$ cat src/rtl/i2ce_pkg.sv
package i2ce_pkg;

  typedef enum logic [1:0] {
    OP_START   = 2'd0,
    OP_RESTART = 2'd1,
    OP_STOP    = 2'd2,
    OP_BYTE    = 2'd3
  } op_e;

  localparam int BYTE_BITS   = 8;
  localparam int STAT_BUSY_B = 7;
  localparam int STAT_DONE_B = 3;
  localparam int CTRL_EN_B   = 0;
  localparam int CTRL_ACK_B  = 3;
  localparam int IEN_DONE_B  = 3;

  localparam logic [7:0] OFS_CTRL = 8'h20;
  localparam logic [7:0] OFS_TXD  = 8'h28;
  localparam logic [7:0] OFS_IEN  = 8'h44;
  localparam logic [7:0] OFS_STAT = 8'h48;

  localparam logic [1:0] CMD_NONE = 2'd0;
  localparam logic [1:0] CMD_COND = 2'd1;
  localparam logic [1:0] CMD_STOP = 2'd2;

  // number of 4-quarter slots an operation occupies
  function automatic logic [3:0] op_slots(op_e op);
    return (op == OP_BYTE) ? 4'(BYTE_BITS + 1) : 4'd1;
  endfunction

  // bit to present on SDA in a slot: data MSB first, then released for ack
  function automatic logic slot_bit(logic [7:0] b, logic [3:0] s);
    if (s < 4'(BYTE_BITS)) return b[3'd7 - s[2:0]];
    return 1'b1;
  endfunction

  // {scl, sda} line levels for a given quarter of a slot
  function automatic logic [1:0] quarter_levels(op_e op, logic b, logic [1:0] q);
    logic [1:0] lv;
    case (op)
      OP_START:   lv = (q == 2'd3) ? 2'b00 : (q == 2'd2) ? 2'b10 : 2'b11;
      OP_RESTART: lv = (q == 2'd0) ? 2'b01 : (q == 2'd1) ? 2'b11 :
                       (q == 2'd2) ? 2'b10 : 2'b00;
      OP_STOP:    lv = (q == 2'd0) ? 2'b00 : (q == 2'd1) ? 2'b10 : 2'b11;
      default:    lv = {(q == 2'd1) || (q == 2'd2), b};
    endcase
    return lv;
  endfunction

endpackage

$ cat src/rtl/i2ce_qtimer.sv
module i2ce_qtimer #(
  parameter int QDIV = 4
) (
  input  logic clk,
  input  logic rst_n,
  input  logic launch,
  input  logic run,
  output logic tick
);
  localparam int CW = (QDIV > 1) ? $clog2(QDIV) : 1;
  localparam logic [CW-1:0] LAST = CW'(QDIV - 1);

  logic [CW-1:0] cnt_q;

  always_ff @(posedge clk or negedge rst_n) begin
    if (!rst_n) begin
      cnt_q <= '0;
    end else if (launch) begin
      cnt_q <= '0;
    end else if (run) begin
      cnt_q <= (cnt_q == LAST) ? '0 : cnt_q + 1'b1;
    end
  end

  assign tick = run && (cnt_q == LAST);

endmodule

$ cat src/rtl/i2ce_seq.sv
module i2ce_seq
  import i2ce_pkg::*;
(
  input  logic       clk,
  input  logic       rst_n,
  input  logic       launch,
  input  op_e        launch_op,
  input  logic [7:0] launch_byte,
  input  logic       tick,
  input  logic       sda_in,
  output logic       busy,
  output logic       done_pulse,
  output logic       nack,
  output logic       scl_lvl,
  output logic       sda_lvl
);
  localparam logic [3:0] ACK_SLOT = 4'(BYTE_BITS);

  op_e        op_q;
  logic       busy_q, done_q, nack_q, scl_q, sda_q;
  logic [7:0] sh_q;
  logic [3:0] slot_q;
  logic [1:0] qtr_q;

  logic       last_qtr, last_slot, ack_sample, finish;
  logic [3:0] nxt_slot;
  logic [1:0] nxt_qtr;

  assign last_qtr   = (qtr_q == 2'd3);
  assign last_slot  = (slot_q == op_slots(op_q) - 4'd1);
  assign nxt_qtr    = qtr_q + 2'd1;
  assign nxt_slot   = last_qtr ? slot_q + 4'd1 : slot_q;
  assign ack_sample = busy_q && tick && (op_q == OP_BYTE) &&
                      (slot_q == ACK_SLOT) && (qtr_q == 2'd2);
  assign finish     = busy_q && tick && last_qtr && last_slot;

  always_ff @(posedge clk or negedge rst_n) begin
    if (!rst_n) begin
      busy_q <= 1'b0;
      done_q <= 1'b0;
      nack_q <= 1'b0;
      op_q   <= OP_START;
      sh_q   <= '0;
      slot_q <= '0;
      qtr_q  <= '0;
      scl_q  <= 1'b1;
      sda_q  <= 1'b1;
    end else begin
      done_q <= 1'b0;
      if (launch) begin
        busy_q <= 1'b1;
        op_q   <= launch_op;
        sh_q   <= launch_byte;
        slot_q <= '0;
        qtr_q  <= '0;
        {scl_q, sda_q} <= quarter_levels(launch_op, slot_bit(launch_byte, 4'd0), 2'd0);
      end else if (busy_q && tick) begin
        if (ack_sample) nack_q <= sda_in;
        if (finish) begin
          busy_q <= 1'b0;
          done_q <= 1'b1;
        end else begin
          qtr_q  <= nxt_qtr;
          slot_q <= nxt_slot;
          {scl_q, sda_q} <= quarter_levels(op_q, slot_bit(sh_q, nxt_slot), nxt_qtr);
        end
      end
    end
  end

  assign busy       = busy_q;
  assign done_pulse = done_q;
  assign nack       = nack_q;
  assign scl_lvl    = scl_q;
  assign sda_lvl    = sda_q;

  AST_SDA_STABLE_SCL_HIGH: assert property (@(posedge clk) disable iff (!rst_n)
    (busy_q && $past(busy_q) && op_q == OP_BYTE && scl_q && $past(scl_q)) |-> (sda_q == $past(sda_q)));
  AST_ACK_RELEASED: assert property (@(posedge clk) disable iff (!rst_n)
    (busy_q && op_q == OP_BYTE && slot_q == ACK_SLOT) |-> sda_q);
  AST_STOP_RELEASES: assert property (@(posedge clk) disable iff (!rst_n)
    ($fell(busy_q) && op_q == OP_STOP) |-> (scl_q && sda_q));

endmodule

$ cat src/rtl/i2ce_regs.sv
module i2ce_regs
  import i2ce_pkg::*;
#(
  parameter int AW = 8,
  parameter int DW = 32
) (
  input  logic          clk,
  input  logic          rst_n,
  input  logic          wr_en,
  input  logic [AW-1:0] addr,
  input  logic [DW-1:0] wdata,
  output logic [DW-1:0] rdata,
  input  logic          busy,
  input  logic          done_pulse,
  input  logic          nack,
  output logic          launch,
  output op_e           launch_op,
  output logic [7:0]    launch_byte,
  output logic          irq
);
  logic       en_q, ack_q, done_q, byte_pend_q;
  logic [1:0] cmd_q;
  logic [7:0] txd_q, ien_q;
  logic       wr_ctrl, wr_txd, wr_ien, wr_stat;
  logic       unused_hi;

  assign unused_hi = ^wdata[DW-1:8];

  assign wr_ctrl = wr_en && (addr == AW'(OFS_CTRL));
  assign wr_txd  = wr_en && (addr == AW'(OFS_TXD));
  assign wr_ien  = wr_en && (addr == AW'(OFS_IEN));
  assign wr_stat = wr_en && (addr == AW'(OFS_STAT));

  always_comb begin
    launch      = 1'b0;
    launch_op   = OP_START;
    launch_byte = wdata[7:0];
    if (!busy) begin
      if (wr_ctrl && wdata[CTRL_EN_B]) begin
        if (wdata[2:1] == CMD_COND) begin
          launch    = 1'b1;
          launch_op = wdata[CTRL_ACK_B] ? OP_RESTART : OP_START;
        end else if (wdata[2:1] == CMD_STOP) begin
          launch    = 1'b1;
          launch_op = OP_STOP;
        end
      end else if (wr_txd && en_q) begin
        launch    = 1'b1;
        launch_op = OP_BYTE;
      end
    end
  end

  always_ff @(posedge clk or negedge rst_n) begin
    if (!rst_n) begin
      en_q        <= 1'b0;
      ack_q       <= 1'b0;
      cmd_q       <= CMD_NONE;
      txd_q       <= '0;
      ien_q       <= '0;
      done_q      <= 1'b0;
      byte_pend_q <= 1'b0;
    end else begin
      if (wr_ctrl && !busy) begin
        en_q  <= wdata[CTRL_EN_B];
        cmd_q <= wdata[2:1];
        ack_q <= wdata[CTRL_ACK_B];
      end
      if (wr_txd && !busy && en_q) txd_q <= wdata[7:0];
      if (done_pulse) begin
        if (byte_pend_q) ack_q <= nack;
        byte_pend_q <= 1'b0;
      end
      if (launch) byte_pend_q <= (launch_op == OP_BYTE);
      if (wr_ien) ien_q <= wdata[7:0];
      if (done_pulse)                        done_q <= 1'b1;
      else if (wr_stat && wdata[STAT_DONE_B]) done_q <= 1'b0;
    end
  end

  always_comb begin
    rdata = '0;
    if (addr == AW'(OFS_CTRL))      rdata = DW'({4'b0, ack_q, cmd_q, en_q});
    else if (addr == AW'(OFS_TXD))  rdata = DW'(txd_q);
    else if (addr == AW'(OFS_IEN))  rdata = DW'(ien_q);
    else if (addr == AW'(OFS_STAT)) rdata = DW'({busy, 3'b0, done_q, 3'b0});
  end

  assign irq = done_q && ien_q[IEN_DONE_B];

  AST_LAUNCH_SETS_BUSY: assert property (@(posedge clk) disable iff (!rst_n)
    launch |=> busy);
  AST_NO_LAUNCH_WHILE_BUSY: assert property (@(posedge clk) disable iff (!rst_n)
    busy |-> !launch);
  AST_EN_HELD_WHILE_BUSY: assert property (@(posedge clk) disable iff (!rst_n)
    (wr_ctrl && busy) |=> $stable(en_q));
  AST_DONE_STICKY: assert property (@(posedge clk) disable iff (!rst_n)
    done_pulse |=> done_q);

endmodule

$ cat src/rtl/i2c_cmd_engine.sv
module i2c_cmd_engine
  import i2ce_pkg::*;
#(
  parameter int QDIV = 4,
  parameter int AW   = 8,
  parameter int DW   = 32
) (
  input  logic          clk,
  input  logic          rst_n,
  input  logic          wr_en,
  input  logic [AW-1:0] addr,
  input  logic [DW-1:0] wdata,
  output logic [DW-1:0] rdata,
  input  logic          sda_i,
  output logic          scl_oe,
  output logic          sda_oe,
  output logic          irq
);
  logic       launch, tick, busy, done_pulse, nack, scl_lvl, sda_lvl;
  op_e        launch_op;
  logic [7:0] launch_byte;

  i2ce_regs #(.AW(AW), .DW(DW)) u_regs (
    .clk(clk), .rst_n(rst_n), .wr_en(wr_en), .addr(addr), .wdata(wdata),
    .rdata(rdata), .busy(busy), .done_pulse(done_pulse), .nack(nack),
    .launch(launch), .launch_op(launch_op), .launch_byte(launch_byte), .irq(irq)
  );

  i2ce_qtimer #(.QDIV(QDIV)) u_qtimer (
    .clk(clk), .rst_n(rst_n), .launch(launch), .run(busy), .tick(tick)
  );

  i2ce_seq u_seq (
    .clk(clk), .rst_n(rst_n), .launch(launch), .launch_op(launch_op),
    .launch_byte(launch_byte), .tick(tick), .sda_in(sda_i), .busy(busy),
    .done_pulse(done_pulse), .nack(nack), .scl_lvl(scl_lvl), .sda_lvl(sda_lvl)
  );

  assign scl_oe = !scl_lvl;
  assign sda_oe = !sda_lvl;

endmodule

$ cat config.mk
export PLATFORM = sky130hd
export DESIGN_NAME = i2c_cmd_engine
export DESIGN_NICKNAME = d
export VERILOG_FILES = /design/src/rtl/i2ce_pkg.sv /design/src/rtl/i2ce_qtimer.sv /design/src/rtl/i2ce_seq.sv /design/src/rtl/i2ce_regs.sv /design/src/rtl/i2c_cmd_engine.sv
export SDC_FILE = /design/constraint.sdc
export NUM_CORES = 1
export LEC_CHECK = 0
export BUFFER_PORTS_ARGS = -buffer_cell sky130_fd_sc_hd__buf_2
export CORE_MARGIN = 1
export CORE_UTILIZATION = 53
export DETAILED_ROUTE_END_ITERATION = 8
export HOLD_SLACK_MARGIN = 0.1
export PLACE_DENSITY_LB_ADDON = 0.05
export SLEW_MARGIN = 20
export SYNTH_ARGS = -nofsm -noshare
export SYNTH_HDL_FRONTEND = slang
export SYNTH_HIERARCHICAL = 1
export SYNTH_SLANG_ARGS = --single-unit
$ cat constraint.sdc
create_clock -name clk -period 2.8 [get_ports clk]
set_clock_uncertainty 0.2 [all_clocks]
set_input_delay 0.28 -clock clk [delete_from_list [all_inputs] [get_ports clk]]
set_output_delay 0.28 -clock clk [all_outputs]
set_load 0.005 [all_outputs]
==> impl_metrics.ini, run 1 <==
[yosys]
synth_edf_count = 0
ys_seq_elements = 45
synth-main-ff-cell = dfrtp_1
synth_area_sq_mm = 0.00282
synth.avg_cell_area_sq_um = 10.4
synth_commonest_cells = dfrtp_1 (43), buf_4 (34), mux2_2 (27)
syn_inst = 271
yosys_warnings = 6
synth_area_leaders = dfrtp_1 (38%), mux2_2 (11%), buf_4 (9.1%)
synth_top_cell_by_area = dfrtp_1
synth_most_common_cell = dfrtp_1
yosysSeqAreaShare = 0.401
synth_top_area_frac = 0.382
synth.distinct_cells = 54
ys_async_sr_fraction = 1.00

[route]
drt-total-wl_um = 5440
firstDrtPassIters = 8
ant_nets = 0
num_vias = 1997
routedWlPerCell_um = 14.5
drcViolationCount = 1
first_iter_violations = 116
routed_via_density = 5.31

[clock_network]
clock-sinks = 45
clockRootBuffer = clkbuf_8
cts-resized-gates = 0
cts_tree = yes
clk_pin_slew_worst_paths_ps = 90
cts_setup_buffers = 0
cts_made_buffers = 5
postCtsHoldBufs = 9
htreeDepth = 2
max-clock-path-buffers = 2
clkLatencyLatePin_ps = 310

[power_and_ir_drop]
p_leak_uw = 0.00158
comb_power_share = 0.178
switchingPower_uw = 416
seqPwrFrac = 0.516
power_density_mw_per_mm2 = 453
internal_power_uw = 986
peakVddDrop_uv = 315
switching_share = 0.296
power_frac_clock = 0.307

[run_status]
violations = design-rule violations
status = complete, but fails checks

[global_route]
track_usage = 0.216
grt_start_max_net_pins = 30
grt_pass1_vias = 1875
antenna_found_initial = 0
grt_pass1_wl_um = 9050
overflow = 0

[worst_setup_path]
cp.arrival_ps = 2450
cp-end-kind = flop
criticalPathCategory = input pin to flop
critPathLaunch = wdata[0]
cp-start-kind = input pin
r2r-start = u_regs/en_q$_DFFE_PN0P_
required_ps = 2800
crit_fanout = 29
reg2reg_depth = 6
rrSetupSlack_ps = 580
r2r_end = u_seq/nack$_DFFE_PN0P_

[layout]
nFillCells = 461
seqCellArea_sq_mm = 0.00113
multi_input_area_sq_mm = 0.00144
final_nets = 358
drive_gt1_frac = 0.271
area_delta_synth_final_pct = 9.91
n_antenna_cell = 0

[timing]
finalSetupViolations = 0
post-route-period-util = 0.877
hold_viol_final = 0
rsz0062_at_grt = false
tns_ps = 0
relSlewSlack = 0.604
maxSlewViolCount = 0
timing.final.ws_setup_ps = 344
min_period_ps = 2460
worst_pin_slew_ps = 591
fmax_mhz = 407

[hold_path]
whs_endpoint = u_regs/ien_q[3]$_DFFE_PN0P_
min_from = wdata[3]
hold_depth = 2
holdCritPathClass = input pin to flop

[floorplan]
core_sq_mm = 0.00511
die_y_um = 74.9
ios = 79
die_w_um = 74.9
rows = 26
die-area_sq_mm = 0.00561
start_util = 0.551

[placement]
port_buffers = 30
place.gp.congestion = 0.814
pre_cts_ws_ps = 464
hpwl_um = 3770

[job]
cap_viol_max_count = 0
## sequential cells by signal, summed over array words and instances (netlist names), 2 cells and up
name	flops
u_seq/op_q	2
u_seq/qtr_q	2
u_regs/ien_q	8
u_regs/cmd_q	2
u_seq/sh_q	8
u_seq/slot_q	4
u_regs/txd_q	8
u_qtimer/cnt_q	2
## worst max-delay path by stage
stage | end | slack, ps | depth (start not counted)
floorplan | u_seq/op_q[0]$_DFFE_PN0P_ | 380 | 6
global placement | u_seq/nack$_DFFE_PN0P_ | 460 | 7
detailed placement | u_regs/ien_q[2]$_DFFE_PN0P_ | 460 | 5
CTS | u_seq/nack$_DFFE_PN0P_ | 360 | 8
global route | u_seq/nack$_DFFE_PN0P_ | 270 | 8
finish | u_seq/nack$_DFFE_PN0P_ | 340 | 8
## stage by stage
step	cells	utilization	total power (uW)	hold WS, ps	cell area, sq um
5_1_grt	376	0.606	1480	143	3090
3_3_place_gp	359	0.570	971	33.6	2910
4_1_cts	376	0.606	1410	132	3090
6_report	376	0.606	1400	139	3090
3_5_place_dp	359	0.570	975	41.0	2910
2_1_floorplan	294	-	929	-216	2900
## cell type report
class                   count  share of cell area
clock inverters             3             0.00809
repair buffers             45              0.0962
flip-flops and latches     45               0.365
clock buffers               5              0.0222
well taps                  70              0.0283
multi-input cells         196               0.466
inverters                  12              0.0146
## logic make-up (layout without fill, tap and decap cells)
family / count (synthesis) / count (layout) / synth area share
other: 1 / 24 / 0.00133
XOR/XNOR: 3 / 3 / 0.00934
adder cells (fa/ha/maj): 9 / 9 / 0.0400
multiplexers: 40 / 40 / 0.154
AO/OA/AOI/OAI: 45 / 45 / 0.121
AND/OR/NAND/NOR: 75 / 75 / 0.154
flip-flops: 45 / 45 / 0.401
buffers and inverters: 53 / 65 / 0.119
## worst max-delay path, stage by stage
cell and delay (ps):
dlygate4sd3_1 540, buf_2 160, mux2_2 260, nand4_1 160, a21oi_2 70, buf_12 170
nor4_1 430, mux2_2 380
## per-layer routing
| metal | up-vias | part of all wire | GRT usage |
|---|---|---|---|
| met5 | - | 0 | 0 |
| met4 | 0 | 0.011 | 0.0608 |
| met3 | 6 | 0.029 | 0.0442 |
| met2 | 46 | 0.47 | 0.338 |
| met1 | 952 | 0.49 | 0.304 |
| li1 | 993 | - | - |
## power by group through the flow
stage,Clock [uW],Combinational [uW],Sequential (uW)
5_1_grt,463,291,728
2_1_floorplan,0,203,726
3_5_place_dp,0,239,736
6_report,430,249,723
4_1_cts,440,250,723
3_3_place_gp,0,236,736
## layout by cell type, fill, tap and decap left out, types with 3 or more instances in the layout
master and instances:
nand3_1 5, buf_2 30, a211oi_1 4, a21o_1 4
a22o_1 3, nor2_1 20, and2_1 3, dfrtp_1 43
o21ai_0 7, nor3_1 4, nand4_1 4, nor2b_1 4
conb_1 24, a222oi_1 3, ha_1 9, xnor2_1 3
buf_4 5, inv_1 12, nand2_1 13, mux2i_1 13
a31oi_1 3, a21oi_1 7, dlygate4sd3_1 9, clkbuf_8 5
mux2_2 27
No activity file was read; power rests on OpenSTA's default activity.
==> run 2, diff against run 1 <==
- CTS_CLUSTER_DIAMETER: default -> 100
- clock period: 2.8 -> 2.4 ns (I/O delays scaled with it)
==> impl_metrics.ini, run 2 (same netlist as run 1, synthesis figures left out) <==
[worst_setup_path]
required_ps = 2400
critPathMostFrequentCell = mux2_2
cp.arrival_ps = 2180
crit_fanout = 5
cpPeakStageDelay_ps = 530
crit_chain = dlygate4sd3_1 > buf_2 > mux2_2 > nand4_1 > a21oi_2 > nor4_1 > mux2_2
r2r-start = u_seq/slot_q[1]$_DFFE_PN0P_
critPathLaunch = wdata[0]
cp-end-kind = flop
cpMaxStageDelayCell = dlygate4sd3_1
criticalPathCategory = input pin to flop
reg2reg_depth = 7
cp-start-kind = input pin

[route]
drt-total-wl_um = 5510
firstDrtPassIters = 6
routedWlPerCell_um = 14.5
drcViolationCount = 1
routed_via_density = 5.34
num_vias = 2033
first_iter_violations = 121
ant_nets = 0

[timing]
timing.hold.ws_ps = 163
min_period_ps = 2180
relSlewSlack = 0.648
worst_pin_slew_ps = 528
finalSetupViolations = 0
tns_ps = 0
maxSlewViolCount = 0
hold_viol_final = 0
rsz0062_at_grt = false
fmax_mhz = 458
post-route-period-util = 0.909

[clock_network]
cts_setup_buffers = 0
clockRootBuffer = clkbuf_8
clock-sinks = 45
cts-resized-gates = 0
max-clock-path-buffers = 2
cts_made_buffers = 5
cts_tree = yes
clk_pin_slew_worst_paths_ps = 90
htreeDepth = 2
clkLatencyLatePin_ps = 310

[power_and_ir_drop]
switchingPower_uw = 483
switching_share = 0.261
peakVddDrop_uv = 379
comb_power_share = 0.163
seqPwrFrac = 0.457
power_frac_clock = 0.380
internal_power_uw = 1370
p_leak_uw = 0.00163
power_density_mw_per_mm2 = 582

[placement]
hpwl_um = 3990
post_dp_cell_area_sq_mm = 0.00293
port_buffers = 30
dp.cells = 362
place.gp.congestion = 0.811

[layout]
final_nets = 363
drive_gt1_frac = 0.277
nFillCells = 437
seqCellArea_sq_mm = 0.00113
reg.largest.list = u_regs/ien_q (8), u_regs/txd_q (8), u_seq/sh_q (8)
finalNonFillerCells = 381
final_common_cell = dfrtp_1
n_antenna_cell = 0
final_cell_mix = dfrtp_1 (43), buf_2 (30), mux2_2 (27)
postLayoutCellArea_sq_mm = 0.00318
multi_input_area_sq_mm = 0.00144
area_delta_synth_final_pct = 13.0

[global_route]
antenna_found_initial = 0
grt_pass1_vias = 1954
overflow = 0
grt_pass1_wl_um = 9140
grt_start_max_net_pins = 26
track_usage = 0.222

[floorplan]
die_w_um = 74.9
rows = 26
die_y_um = 74.9
core_sq_mm = 0.00511
start_util = 0.551
die-area_sq_mm = 0.00561
ios = 79

[hold_path]
min_from = wr_en
hold_depth = 5
holdCritPathClass = input pin to flop

[run_status]
status = complete, but fails checks
violations = design-rule violations

[job]
cap_viol_max_count = 0
==> run 2: cell count changes in the layout (fill, tap and decap cells not counted) <==
cell / change
bufinv_16: +2
clkinvlp_4: -1
clkinv_4: -1
dlygate4sd3_1: +2
buf_4: +3
==> run 2: path summary, 6_finish.rpt <==
kind / endpoint / slack (ps)
min reg2reg: u_regs/done_q$_DFFE_PN0P_ / 290
min: u_regs/done_q$_DFFE_PN0P_ / 160
max reg2reg: u_seq/slot_q[0]$_DFFE_PN0P_ / 310
max: u_seq/nack$_DFFE_PN0P_ / 220
max in group asynchronous: u_seq/sda_lvl$_DFFE_PN1P_ / 1190
min in group asynchronous: u_regs/txd_q[0]$_DFFE_PN0P_ / 240
==> run 2: power by group through the flow <==
| stage | Combinational (uW) | Sequential [uW] | Clock (uW) |
|---|---|---|---|
| after global routing | 346 | 851 | 751 |
| after detailed placement | 288 | 861 | 0 |
| after global placement | 281 | 859 | 0 |
| after CTS | 304 | 846 | 723 |
| after floorplan | 237 | 847 | 0 |
| final | 302 | 845 | 704 |
==> run 2: final cells by class <==
type / count / share of cell area
clock buffers: 5 / 0.0216
clock inverters: 3 / 0.0216
inverters: 12 / 0.0142
multi-input cells: 196 / 0.453
flip-flops and latches: 45 / 0.355
well taps: 70 / 0.0275
repair buffers: 50 / 0.107
==> run 2: per-stage QoR <==
stage,util,total power (uW),worst slack (ps)
2_1_floorplan,-,1080,17.5
3_3_place_gp,0.574,1140,247
3_5_place_dp,0.574,1150,224
4_1_cts,0.623,1870,211
5_1_grt,0.623,1950,85.9
6_report,0.623,1850,217
==> run 2: routing by layer <==
metal	wire length (um)	GRT usage	part of all wire
met2	2610	0.361	0.47
met1	2630	0.292	0.48
met5	0	0	0
met4	75	0.0860	0.014
met3	194	0.0455	0.035
==> run 2: worst max-delay path: cells and delay by family <==
kind	cells	cell delay, ps
multiplexers	2	640
AND/OR/NAND/NOR	2	550
AO/OA/AOI/OAI	1	70
buffers and inverters	2	680
==> run 2: repair_timing <==
action | CTS | global route
hold buffers | 11 | 0
endpoints found under the setup margin | 0 | 0
hold endpoints to repair | 72 | 0
==> run 3, diff against run 2 <==
- ABC_AREA: default -> 1
- CORE_UTILIZATION: 53 -> 52
==> impl_metrics.ini, run 3 <==
[timing]
maxSlewViolCount = 0
min_period_ps = 2220
finalSetupViolations = 0
relSlewSlack = 0.616
timing.hold.ws_ps = 182
tns_ps = 0
post-route-period-util = 0.925
worst_pin_slew_ps = 573
rsz0062_at_grt = false
hold_viol_final = 0
fmax_mhz = 450

[layout]
final_nets = 445
seqCellArea_sq_mm = 0.00113
final_cell_mix = nand2_1 (105), inv_1 (46), dfrtp_1 (43)
multi_input_area_sq_mm = 0.00128
drive_gt1_frac = 0.196
area_delta_synth_final_pct = 13.0
final_core_util = 0.611
final_common_cell = nand2_1
nFillCells = 513
finalNonFillerCells = 463
reg.largest.list = u_regs/ien_q (8), u_regs/txd_q (8), u_seq/sh_q (8)
n_antenna_cell = 0

[power_and_ir_drop]
comb_power_share = 0.096
peakVddDrop_uv = 329
switching_share = 0.226
power_frac_clock = 0.412
p_leak_uw = 0.00174
seqPwrFrac = 0.493
power.total_uw = 1630
switchingPower_uw = 369
internal_power_uw = 1260
power_density_mw_per_mm2 = 519

[hold_path]
hold_depth = 6
whs_endpoint = u_regs/en_q$_DFFE_PN0P_
min_from = addr[0]
holdCritPathClass = input pin to flop

[route]
drcViolationCount = 0
first_iter_violations = 91
drt-total-wl_um = 5260
num_vias = 2192
firstDrtPassIters = 4
routedWlPerCell_um = 11.4
routed_via_density = 4.73
ant_nets = 0

[floorplan]
start_util = 0.541
die-area_sq_mm = 0.00564
rows = 26
die_w_um = 75.1
core_sq_mm = 0.00514
ios = 79
die_y_um = 75.1

[worst_setup_path]
criticalPathCategory = input pin to flop
crit_fanout = 7
cp.arrival_ps = 2210
cp-start-kind = input pin
r2r_end = u_seq/sda_lvl$_DFFE_PN1P_
rrSetupSlack_ps = 370
r2r-start = u_seq/qtr_q[0]$_DFFE_PN0P_
required_ps = 2390
reg2reg_depth = 10
cp-end-kind = flop

[yosys]
synth_edf_count = 0
synth_top_area_frac = 0.387
synth_area_leaders = dfrtp_1 (39%), nand2_1 (14%), buf_4 (8.6%)
synth_top_cell_by_area = dfrtp_1
synth.distinct_cells = 34
synth.avg_cell_area_sq_um = 7.92
synth_commonest_cells = nand2_1 (105), inv_1 (47), dfrtp_1 (43)
yosys_warnings = 6
synth_most_common_cell = nand2_1
ys_async_sr_fraction = 1.00
synth-main-ff-cell = dfrtp_1
syn_inst = 351
yosysSeqAreaShare = 0.406
synth_area_sq_mm = 0.00278
ys_seq_elements = 45

[run_status]
status = completed

[placement]
dp.cells = 444
place.gp.congestion = 0.760
hpwl_um = 3820
port_buffers = 30

[global_route]
overflow = 0
grt_start_max_net_pins = 46
track_usage = 0.212
antenna_found_initial = 0
grt_pass1_wl_um = 8830
grt_pass1_vias = 1999

[clock_network]
cts_made_buffers = 5
htreeDepth = 2
clock-sinks = 45
clk_pin_slew_worst_paths_ps = 80
clkLatencyLatePin_ps = 300
clockRootBuffer = clkbuf_8
cts_tree = yes
max-clock-path-buffers = 2

[job]
cap_viol_max_count = 0
run 3: changes by cell type after synthesis, sizes merged, moves of 6 or more:
cell    change
nand2      +97
nand3      +16
mux2       -26
inv        +38
o211ai      +6
o21ai      +21
a21oi       -6
mux2i      -13
run 3: per-layer routing:
metal	vias to the layer above	GRT usage	wire length, um
met4	0	0.0629	43
met2	50	0.358	2480
met3	4	0.0402	194
li1	1126	-	-
met1	1012	0.277	2550
met5	-	0	0
run 3: critical path, cell delays in order:
cell,delay (ps)
dlygate4sd3_1,530
buf_2,150
inv_1,90
ha_1,290
nand3_1,90
nand2_1,110
inv_2,70
nor3_1,180
nand4_1,150
mux2_2,290
run 3: final cells by class:
class | instances | area share
multi-input cells | 243 | 0.409
flip-flops and latches | 45 | 0.359
repair buffers | 47 | 0.101
inverters | 50 | 0.0598
well taps | 70 | 0.0279
clock buffers | 5 | 0.0219
clock inverters | 3 | 0.0207
run 3: kinds of logic after synthesis:
logic type      after synthesis  share of synthesized area
flops                        45                      0.406
simple gates                163                      0.278
buf+inv                      86                      0.165
compound gates               43                     0.0963
mux                           1                    0.00405
other cells                   1                    0.00135
xor+xnor                      3                    0.00945
fa+ha+maj                     9                     0.0405
run 3: power by group through the flow:
stage | registers, uW | logic, uW | clock network [uW]
after floorplan | 815 | 119 | 0
final | 803 | 156 | 671
after detailed placement | 819 | 144 | 0
after CTS | 804 | 158 | 691
after global placement | 818 | 139 | 0
after global routing | 807 | 185 | 718
run 3: worst max-delay path by stage:
stage,startpoint,endpoint,cells past startpoint,slack [ps]
finish,wdata[1],u_seq/nack$_DFFE_PN0P_,10,180
global route,wdata[1],u_seq/nack$_DFFE_PN0P_,10,20
CTS,wr_en,u_seq/nack$_DFFE_PN0P_,12,140
detailed placement,addr[2],u_seq/nack$_DFFE_PN0P_,11,330
global placement,addr[2],u_seq/nack$_DFFE_PN0P_,11,340
floorplan,u_seq/busy$_DFFE_PN0P_,u_seq/nack$_DFFE_PN0P_,9,420
run 3: repair_timing:
action / in CTS / in global routing
setup buffers: 0 / 0
endpoints found under the setup margin: 0 / 9
hold buffers: 11 / 0
gates resized for setup: 0 / 2
endpoints found under the hold margin: 71 / 0
run 3: through the flow:
stage / area (sq um) / setup slack [ps]
finish: 3140 / 180
global placement: 2890 / 343
floorplan: 2870 / 419
global route: 3140 / 17.5
detailed placement: 2890 / 326
CTS: 3140 / 136
